### src/rtl/bcdm_pkg.sv
package bcdm_pkg;
  localparam int DIGIT_W     = 4;
  localparam int PROD_DIGITS = 2;
  localparam int PROD_W      = DIGIT_W * PROD_DIGITS;
  localparam int ROWS        = 4;
  localparam logic [DIGIT_W-1:0] MAX_DIGIT = 4'd9;
  localparam logic [DIGIT_W-1:0] DEC_FIX   = 4'd6;

  typedef logic [DIGIT_W-1:0] digit_t;
  typedef logic [PROD_W-1:0]  bcd2_t;
endpackage

### src/rtl/bcdm_pp_rows.sv
// Partial products, weights spread onto decimal positions, exclusive terms
// OR-merged so that four rows remain.
module bcdm_pp_rows
  import bcdm_pkg::*;
(
  input  digit_t                         x,
  input  digit_t                         y,
  output logic [ROWS-1:0][PROD_W-1:0]    rows
);
  logic [DIGIT_W-1:0][DIGIT_W-1:0] pp;

  for (genvar i = 0; i < DIGIT_W; i++) begin : g_px
    for (genvar j = 0; j < DIGIT_W; j++) begin : g_py
      assign pp[i][j] = x[i] & y[j];
    end
  end

  // weight 16 = 10 + 4 + 2 ; the three terms are pairwise exclusive
  logic w16;
  // weight 32 = 20 + 8 + 4 ; exclusive pair
  logic w32;
  // weight 64 = 40 + 20 + 4
  logic w64;
  // weight 8 groups, each group pairwise exclusive; the 8 of w32 is split
  logic w8_a, w8_b;

  assign w16  = pp[3][1] | pp[2][2] | pp[1][3];
  assign w32  = pp[3][2] | pp[2][3];
  assign w64  = pp[3][3];
  assign w8_a = pp[0][3] | pp[2][1] | pp[3][2];
  assign w8_b = pp[3][0] | pp[1][2] | pp[2][3];

  // bit order per row: {t8, t4, t2, t1, u8, u4, u2, u1}
  assign rows[0] = {1'b0, w64, w32 | w64, w16, w8_a, pp[2][0] | w64, pp[1][0], pp[0][0]};
  assign rows[1] = {4'b0000, w8_b, pp[1][1] | w32, pp[0][1], 1'b0};
  assign rows[2] = {4'b0000, 1'b0, pp[0][2], w16, 1'b0};
  assign rows[3] = {4'b0000, 1'b0, w16, 2'b00};
endmodule

### src/rtl/bcdm_digit_add.sv
// One decimal digit: binary add, then +6 when the sum passes nine.
module bcdm_digit_add
  import bcdm_pkg::*;
(
  input  digit_t a,
  input  digit_t b,
  input  logic   ci,
  output digit_t s,
  output logic   co
);
  logic [DIGIT_W:0] raw;

  assign raw = {1'b0, a} + {1'b0, b} + {{DIGIT_W{1'b0}}, ci};
  assign co  = raw[DIGIT_W] | (raw[3] & (raw[2] | raw[1]));
  assign s   = raw[DIGIT_W-1:0] + (co ? DEC_FIX : '0);
endmodule

### src/rtl/bcdm_bcd_add.sv
// Multi-digit decimal adder; optional normalisation of operand digits above nine.
module bcdm_bcd_add
  import bcdm_pkg::*;
#(
  parameter int NDIG       = PROD_DIGITS,
  parameter bit PRECORRECT = 1'b0,
  localparam int W         = NDIG * DIGIT_W
) (
  input  logic [W-1:0] a,
  input  logic [W-1:0] b,
  output logic [W-1:0] s,
  output logic         co
);
  logic [W-1:0]  a_n, b_n;
  logic [NDIG:0] ca, cb, cs;

  if (PRECORRECT) begin : g_pre
    assign ca[0] = 1'b0;
    assign cb[0] = 1'b0;
    for (genvar d = 0; d < NDIG; d++) begin : g_dig
      bcdm_digit_add u_na (.a(a[d*DIGIT_W +: DIGIT_W]), .b('0), .ci(ca[d]),
                           .s(a_n[d*DIGIT_W +: DIGIT_W]), .co(ca[d+1]));
      bcdm_digit_add u_nb (.a(b[d*DIGIT_W +: DIGIT_W]), .b('0), .ci(cb[d]),
                           .s(b_n[d*DIGIT_W +: DIGIT_W]), .co(cb[d+1]));
    end
  end else begin : g_nopre
    assign a_n = a;
    assign b_n = b;
    assign ca  = '0;
    assign cb  = '0;
  end

  assign cs[0] = 1'b0;
  for (genvar d = 0; d < NDIG; d++) begin : g_sum
    bcdm_digit_add u_add (.a(a_n[d*DIGIT_W +: DIGIT_W]), .b(b_n[d*DIGIT_W +: DIGIT_W]),
                          .ci(cs[d]), .s(s[d*DIGIT_W +: DIGIT_W]), .co(cs[d+1]));
  end

  assign co = cs[NDIG] | ca[NDIG] | cb[NDIG];
endmodule

### src/rtl/bcdm_digit_mul.sv
module bcdm_digit_mul
  import bcdm_pkg::*;
(
  input  logic [3:0] a_dig,
  input  logic [3:0] b_dig,
  output logic [7:0] prod_bcd,
  output logic       bad_input
);
  logic [ROWS-1:0][PROD_W-1:0] rows;
  logic [ROWS-1:0][PROD_W-1:0] acc;
  logic [ROWS-1:1]             stage_co;

  assign bad_input = (a_dig > MAX_DIGIT) | (b_dig > MAX_DIGIT);

  bcdm_pp_rows u_rows (.x(a_dig), .y(b_dig), .rows(rows));

  assign acc[0] = rows[0];
  for (genvar k = 1; k < ROWS; k++) begin : g_chain
    bcdm_bcd_add #(.NDIG(PROD_DIGITS), .PRECORRECT(k == 1)) u_add (
      .a (acc[k-1]),
      .b (rows[k]),
      .s (acc[k]),
      .co(stage_co[k])
    );
  end

  assign prod_bcd = bad_input ? '0 : acc[ROWS-1];
endmodule

### config.mk
export PLATFORM = sky130hd
export DESIGN_NAME = bcdm_digit_mul
export DESIGN_NICKNAME = d
export VERILOG_FILES = /design/src/rtl/bcdm_pkg.sv /design/src/rtl/bcdm_pp_rows.sv /design/src/rtl/bcdm_digit_add.sv /design/src/rtl/bcdm_bcd_add.sv /design/src/rtl/bcdm_digit_mul.sv
export SDC_FILE = /design/constraint.sdc
export NUM_CORES = 1
export LEC_CHECK = 0
export BUFFER_PORTS_ARGS = -buffer_cell sky130_fd_sc_hd__buf_2
export CORE_MARGIN = 10
export CORE_UTILIZATION = 48
export DETAILED_ROUTE_END_ITERATION = 6
export MAX_ROUTING_LAYER = met4
export PLACE_DENSITY = 0.77
export SETUP_SLACK_MARGIN = 0.3
export SLEW_MARGIN = 20
export SYNTH_ARGS = -nofsm -noshare
export SYNTH_HDL_FRONTEND = slang
export SYNTH_SLANG_ARGS = --single-unit
### constraint.sdc
create_clock -name vclk -period 10.3
set_input_delay 0.515 -clock vclk [all_inputs]
set_output_delay 0.515 -clock vclk [all_outputs]
set_load 0.005 [all_outputs]
==> flow_summary_export.csv, run 1 <==
group,metric,value,unit
synth,synth_area_leader_cell,"ha_1",
synth,synth_area_leaders,"ha_1 (27%), fa_1 (15%), xnor2_1 (5.2%), o21ai_0 (5.1%), xor2_1 (4.4%)",
drt,drc,0,
global_route,gr-total-overflow,0,
synth,synth_cell_types,35,
run_status,status,"completed",
drt,drtAntennaViolNets,0,
cts,postCtsHoldBufs,0,
sta,slew_violations,0,
worst_hold_path,holdPathStages,4,
synth,synth_top_area_share,27.4,%
finish,layout-drive-gt1-share,17.0,%
sta,max_slew_margin,46.3,%
synth,syn_inst,139,
floorplanning,start_util,52.1,%
drt,wl_met1,1.09,mm
sta,fin_crit_sh,88.0,%
finish,seq_cell_count,0,
synth,syn-mean-instance-area,8.53,um2
global_route,antenna_found_initial,0,
setup_path,path_depth,34,
drt,wl_met2,1.27,mm
place,port-buffer-count,17,
setup_path,cp.arrival,8.55,ns
finish,antenna_cells,0,
sta,worst_pin_slew,0.806,ns
finish,nClkBuffers,0,
finish,final_area,1290,um2
finish,nets,198,
place,placed_area,1290,um2
floorplanning,num_io_pins,17,
synth,syn_nets,182,
drt,drt_wl_total,2.45,mm
drt,drt-initial-drc-count,80,
setup_path,critPathBufInv,5,
drt,wl_met3,94,um
drt,dr.pass1.iters,4,
place,gp_congestion,0.822,
setup_path,setup.worst_path.class,"input port to output port",
floorplanning,die_h,69.7,um
finish,multi_input_area,1120,um2
sta,setup_violations,0,
sta,fin_crit,9.07,ns
run,cap_violations,0,
finish,layout-area-overhead-vs-synth,8.54,%
sta,setup_tns,0,ns
floorplanning,core,2280,um2
floorplanning,die_w,69.7,um
global_route,globalRouteTotalUtil,9.45,%
finish,seq_area,0,um2
cts,post-cts-setup-buffer-count,0,
setup_path,crit_slowest_cell,"a222oi_1",
setup_path,slowest_delay,0.74,ns
setup_path,critPathTopFamily,"adder cells",
finish,n_fill_cell,203,
sta,hold_viol_final,0,
drt,routedWlPerCell,13.5,um
sta,rsz0062_at_grt,"no",
floorplanning,fp-row-count,17,
synth,synth_area,1190,um2
drt,viasPerCell,5.77,
global_route,grt_max_degree,12,
worst_hold_path,hp-class,"input port to output port",
global_route,grt_pass1_wl,4.13,mm
cts,post_cts_resized,0,
synth,ys_warn_count,0,
setup_path,cp_max_fo,10,
setup_path,cp.required,9.79,ns
setup_path,worstSetupStartpointType,"input port",
floorplanning,dieArea,4860,um2
setup_path,worstSetupEndpointType,"output port",
synth,yosysSeqAreaShare,0,%
drt,num_vias,1045,
sta,fmax,110,MHz
setup_path,cpMostUsedCell,"ha_1",
drt,top_layer,"met3",
place,dp_hpwl,2.18,mm
global_route,grt_pass1_vias,958,
## cell type report
cell class                 instances  area share (%)
timing repair buffer              17            6.61
inverter                          13            3.79
multi-input combinational        123            86.9
tap                               28            2.72
## worst paths after layout
| kind | from | endpoint | slack (ns) |
|---|---|---|---|
| min | a_dig[0] | prod_bcd[0] | 1.38 |
| max | a_dig[2] | prod_bcd[7] | 1.23 |
## cells in the mapped netlist (3+ instances only)
master / count
o21ai_0: 12
inv_1: 12
fa_1: 9
nand2_1: 11
a21oi_1: 7
xor2_1: 6
and3_1: 4
xnor2_1: 7
nand2b_1: 4
nor2_1: 8
ha_1: 26
nand3b_1: 3
a222oi_1: 4
## cell families after synthesis
kind of cell,count (synthesis),share of synthesized area (%)
AND/OR/NAND/NOR,37,17.1
buffers and inverters,16,5.70
multiplexers,3,4.01
AO/OA/AOI/OAI,34,19.0
XOR/XNOR,14,11.6
adder cells (fa/ha/maj),35,42.6
## stage by stage
| step | cells | hold slack, ns | setup slack (ns) | util (%) |
|---|---|---|---|---|
| after floorplan | 139 | 1.10 | 1.93 | - |
| after global placement | 181 | 1.39 | 1.51 | 56.6 |
| after detailed placement | 181 | 1.38 | 1.29 | 56.6 |
| after CTS | 181 | 1.38 | 1.27 | 56.6 |
| after global routing | 181 | 1.40 | 0.718 | 56.6 |
| final | 181 | 1.38 | 1.23 | 56.6 |
## layer usage
metal / GRT usage, % / vias to the layer above
li1: - / 527
met1: 11.8 / 491
met2: 16.8 / 27
met3: 0.713 / 0
met4: 0.435 / 0
met5: - / -
## layout by cell type (no fill, tap or decap), types with 6 or more instances in the layout
cell type  instances
ha_1              26
buf_2             17
o21ai_0           12
inv_1             12
nand2_1           11
fa_1               9
nor2_1             8
a21oi_1            7
xnor2_1            7
xor2_1             6
Power of run 1 is left out: the tool's default activity adds up to more than one toggle a clock period on the data nets, which glitch-free logic cannot reach.
==> run 2: changes to the inputs <==
Settings changed: CORE_UTILIZATION 48 to 40, PLACE_DENSITY 0.77 to 0.67.
==> flow_summary_export.csv, run 2 (same netlist as run 1, synthesis figures left out) <==
group,metric,value,unit
floorplanning,num_io_pins,17,
setup_path,crit_slowest_cell,"a222oi_1",
floorplanning,die_h,74.5,um
sta,worst_pin_slew,0.788,ns
global_route,grt_pass1_wl,4.37,mm
global_route,grt_pass1_vias,1057,
drt,drtAntennaViolNets,0,
finish,nClkBuffers,0,
place,dp_hpwl,2.22,mm
cts,postCtsHoldBufs,0,
setup_path,setup.worst_path.class,"input port to output port",
setup_path,worstSetupStartpointType,"input port",
run_status,status,"completed",
sta,fin_crit_sh,87.4,%
global_route,globalRouteTotalUtil,9.43,%
finish,layout_commonest_cell,"ha_1",
run,cap_violations,0,
sta,hold_viol_final,0,
place,port-buffer-count,17,
finish,layout-area-overhead-vs-synth,8.86,%
global_route,grt_max_degree,12,
floorplanning,core,2810,um2
sta,fmax,111,MHz
floorplanning,dieArea,5540,um2
floorplanning,start_util,42.3,%
drt,viasPerCell,5.58,
worst_hold_path,hp-class,"input port to output port",
cts,post-cts-setup-buffer-count,0,
place,gp_congestion,0.843,
global_route,gr-total-overflow,0,
sta,setup_violations,0,
floorplanning,die_w,74.5,um
finish,seq_cell_count,0,
drt,num_vias,1026,
sta,rsz0062_at_grt,"no",
sta,max_slew_margin,47.5,%
sta,setup_tns,0,ns
finish,seq_area,0,um2
setup_path,slowest_delay,0.73,ns
drt,drt_wl_total,2.46,mm
drt,routedWlPerCell,13.4,um
drt,drc,0,
cts,post_cts_resized,0,
sta,slew_violations,0,
setup_path,cpMostUsedCell,"ha_1",
drt,dr.pass1.iters,4,
setup_path,cp.arrival,8.49,ns
setup_path,cp_max_fo,10,
drt,drt-initial-drc-count,66,
finish,nets,198,
setup_path,cp.required,9.79,ns
finish,mostFrequentLayoutCells,"ha_1 (26), buf_2 (17), o21ai_0 (12), inv_1 (12), nand2_1 (11)",
setup_path,worstSetupEndpointType,"output port",
finish,antenna_cells,0,
global_route,antenna_found_initial,0,
worst_hold_path,min-delay-start,"a_dig[0]",
setup_path,cp-startpoint,"a_dig[2]",
finish,layout-drive-gt1-share,17.0,%
floorplanning,fp-row-count,19,
sta,fin_crit,9.00,ns
[run 2: cell counts in the layout (fill, tap and decap cells not counted)]
No cell type changed its count.
[run 2: metrics by stage]
| stage | hold slack, ns | util (%) | setup WS, ns | std cells | area [um2] |
|---|---|---|---|---|---|
| after floorplan | 1.10 | - | 1.93 | 139 | 1190 |
| after global placement | 1.38 | 46.0 | 1.50 | 184 | 1290 |
| after detailed placement | 1.38 | 46.0 | 1.29 | 184 | 1290 |
| after CTS | 1.38 | 46.0 | 1.28 | 184 | 1290 |
| after global routing | 1.41 | 46.0 | 0.695 | 184 | 1290 |
| final | 1.37 | 46.0 | 1.30 | 184 | 1290 |
[run 2: layer usage]
layer  global-route usage [%]  up-vias  share of wire (%)
met4                    0.210        0                  0
met1                     10.8      489                 43
met3                    0.931        0                2.8
met5                        -        -                  0
met2                     18.1        7                 54
li1                         -      530                  -
[run 2: area by class of cell]
type | count | area, um2
Timing Repair Buffer | 17 | 85.1
Tap cell | 31 | 38.8
Fill cell | 285 | 1510
Multi-Input combinational cell | 123 | 1120
Inverter | 13 | 48.8
[run 2: worst paths after layout]
kind / slack [ns] / end / cells past startpoint
max: 1.30 / prod_bcd[7] / 34
min: 1.37 / prod_bcd[0] / 4
[run 2: critical path: cells and delay by family]
family | cells | cell delay (ns)
adders and majority gates | 11 | 3.60
AOI/OAI and AO/OA | 8 | 2.10
xor gates and xnor gates | 5 | 1.18
buffers and inverters | 5 | 0.43
muxes | 2 | 0.39
and+or+nand+nor | 3 | 0.25
Power of run 2 is left out for the same reason.
==> run 3: changes to the inputs <==
Settings changed: PLACE_DENSITY 0.67 to 0.64, SYNTH_HIERARCHICAL from default to 1.
==> flow_summary_export.csv, run 3 <==
group,metric,value,unit
run_status,status,"completed",
finish,nets,482,
floorplanning,start_util,41.1,%
worst_hold_path,hp-class,"input port to output port",
drt,drt-initial-drc-count,47,
synth,syn-mean-instance-area,8.19,um2
setup_path,worstSetupStartpointType,"input port",
sta,rsz0062_at_grt,"yes",
sta,fmax,104,MHz
sta,hold_viol_final,0,
floorplanning,dieArea,11300,um2
synth,ys_warn_count,6,
floorplanning,core,7210,um2
place,gp_congestion,0.819,
cts,postCtsHoldBufs,0,
setup_path,crit_slowest_cell,"fa_1",
drt,drtAntennaViolNets,0,
global_route,antenna_found_initial,0,
drt,viasPerCell,4.60,
setup_path,cp.required,9.79,ns
setup_path,cp.arrival,9.06,ns
drt,routedWlPerCell,9.82,um
setup_path,cpMostUsedCell,"inv_1",
drt,dr.pass1.iters,4,
sta,worst_slack,0.726,ns
finish,layout-drive-gt1-share,18.4,%
place,port-buffer-count,17,
finish,n_fill_cell,729,
sta,fin_crit_sh,93.0,%
setup_path,cp-endpoint,"prod_bcd[7]",
global_route,gr-total-overflow,0,
setup_path,cp-startpoint,"a_dig[1]",
setup_path,setup.worst_path.class,"input port to output port",
sta,setup_tns,0,ns
setup_path,worstSetupEndpointType,"output port",
finish,layout_commonest_cell,"inv_1",
sta,slew_violations,0,
sta,hold_ws,1.74,ns
finish,seq_area,0,um2
setup_path,slowest_delay,0.47,ns
finish,layout-area-overhead-vs-synth,13.3,%
finish,mostFrequentLayoutCells,"inv_1 (108), conb_1 (44), ha_1 (31), fa_1 (19), buf_2 (17)",
sta,setup_violations,0,
global_route,grt_pass1_wl,9.00,mm
synth,synth_area,2960,um2
synth,syn_inst,362,
floorplanning,die_w,106,um
place,pre_cts_slack,0.0487,ns
finish,nClkBuffers,0,
place,dp_hpwl,4.29,mm
drt,num_vias,2303,
finish,antenna_cells,0,
drt,drt_wl_total,4.92,mm
floorplanning,fp-row-count,31,
run,cap_violations,0,
setup_path,cp_max_fo,5,
drt,drc,0,
global_route,grt_pass1_vias,2250,
global_route,grt_max_degree,10,
global_route,globalRouteTotalUtil,9.07,%
sta,fin_crit,9.57,ns
floorplanning,die_h,106,um
finish,seq_cell_count,0,
floorplanning,num_io_pins,17,
## run 3: repair_timing
action	in CTS	in global routing
gates resized for setup	8	26
pin swaps	3	29
setup endpoints to repair	2	2
buffers inserted	1	9
## run 3: how the worst min path moves through the flow
stage | depth (start not counted) | start | endpoint
2_1_floorplan | 3 | b_dig[1] | prod_bcd[0]
3_3_place_gp | 4 | a_dig[1] | prod_bcd[3]
3_5_place_dp | 4 | a_dig[1] | prod_bcd[3]
4_1_cts | 4 | a_dig[1] | prod_bcd[6]
5_1_grt | 4 | a_dig[3] | prod_bcd[7]
6_report | 4 | a_dig[3] | prod_bcd[7]
## run 3: layer usage
metal | part of all wire (%) | track usage, % | wire length, um | vias up
met5 | 0 | - | 0 | -
met4 | 0 | 0 | 0 | 0
met1 | 46 | 10.6 | 2270 | 1099
li1 | - | - | - | 1194
met3 | 0.65 | 0.121 | 32 | 0
met2 | 53 | 17.9 | 2620 | 10
## run 3: critical path, delay by kind of cell
family | cells | cell delay, ns
simple gates | 5 | 0.56
mux | 1 | 0.18
xor+xnor | 8 | 1.27
compound gates | 8 | 1.60
buf+inv | 9 | 0.59
fa+ha+maj | 14 | 4.33
## run 3: area by class of cell
cell class / count / area [um2] / share of cell area (%)
Inverter: 110 / 413 / 12.3
Multi-Input combinational cell: 265 / 2660 / 79.3
Tap cell: 99 / 124 / 3.69
Timing Repair Buffer: 27 / 160 / 4.77
## run 3: per-stage QoR
| stage | std cells | cell area [um2] | util [%] |
|---|---|---|---|
| floorplan | 402 | 3110 | - |
| global placement | 491 | 3120 | 43.2 |
| detailed placement | 491 | 3120 | 43.2 |
| CTS | 492 | 3160 | 43.7 |
| global route | 501 | 3360 | 46.6 |
| finish | 501 | 3360 | 46.6 |
Power of run 3 is left out for the same reason.
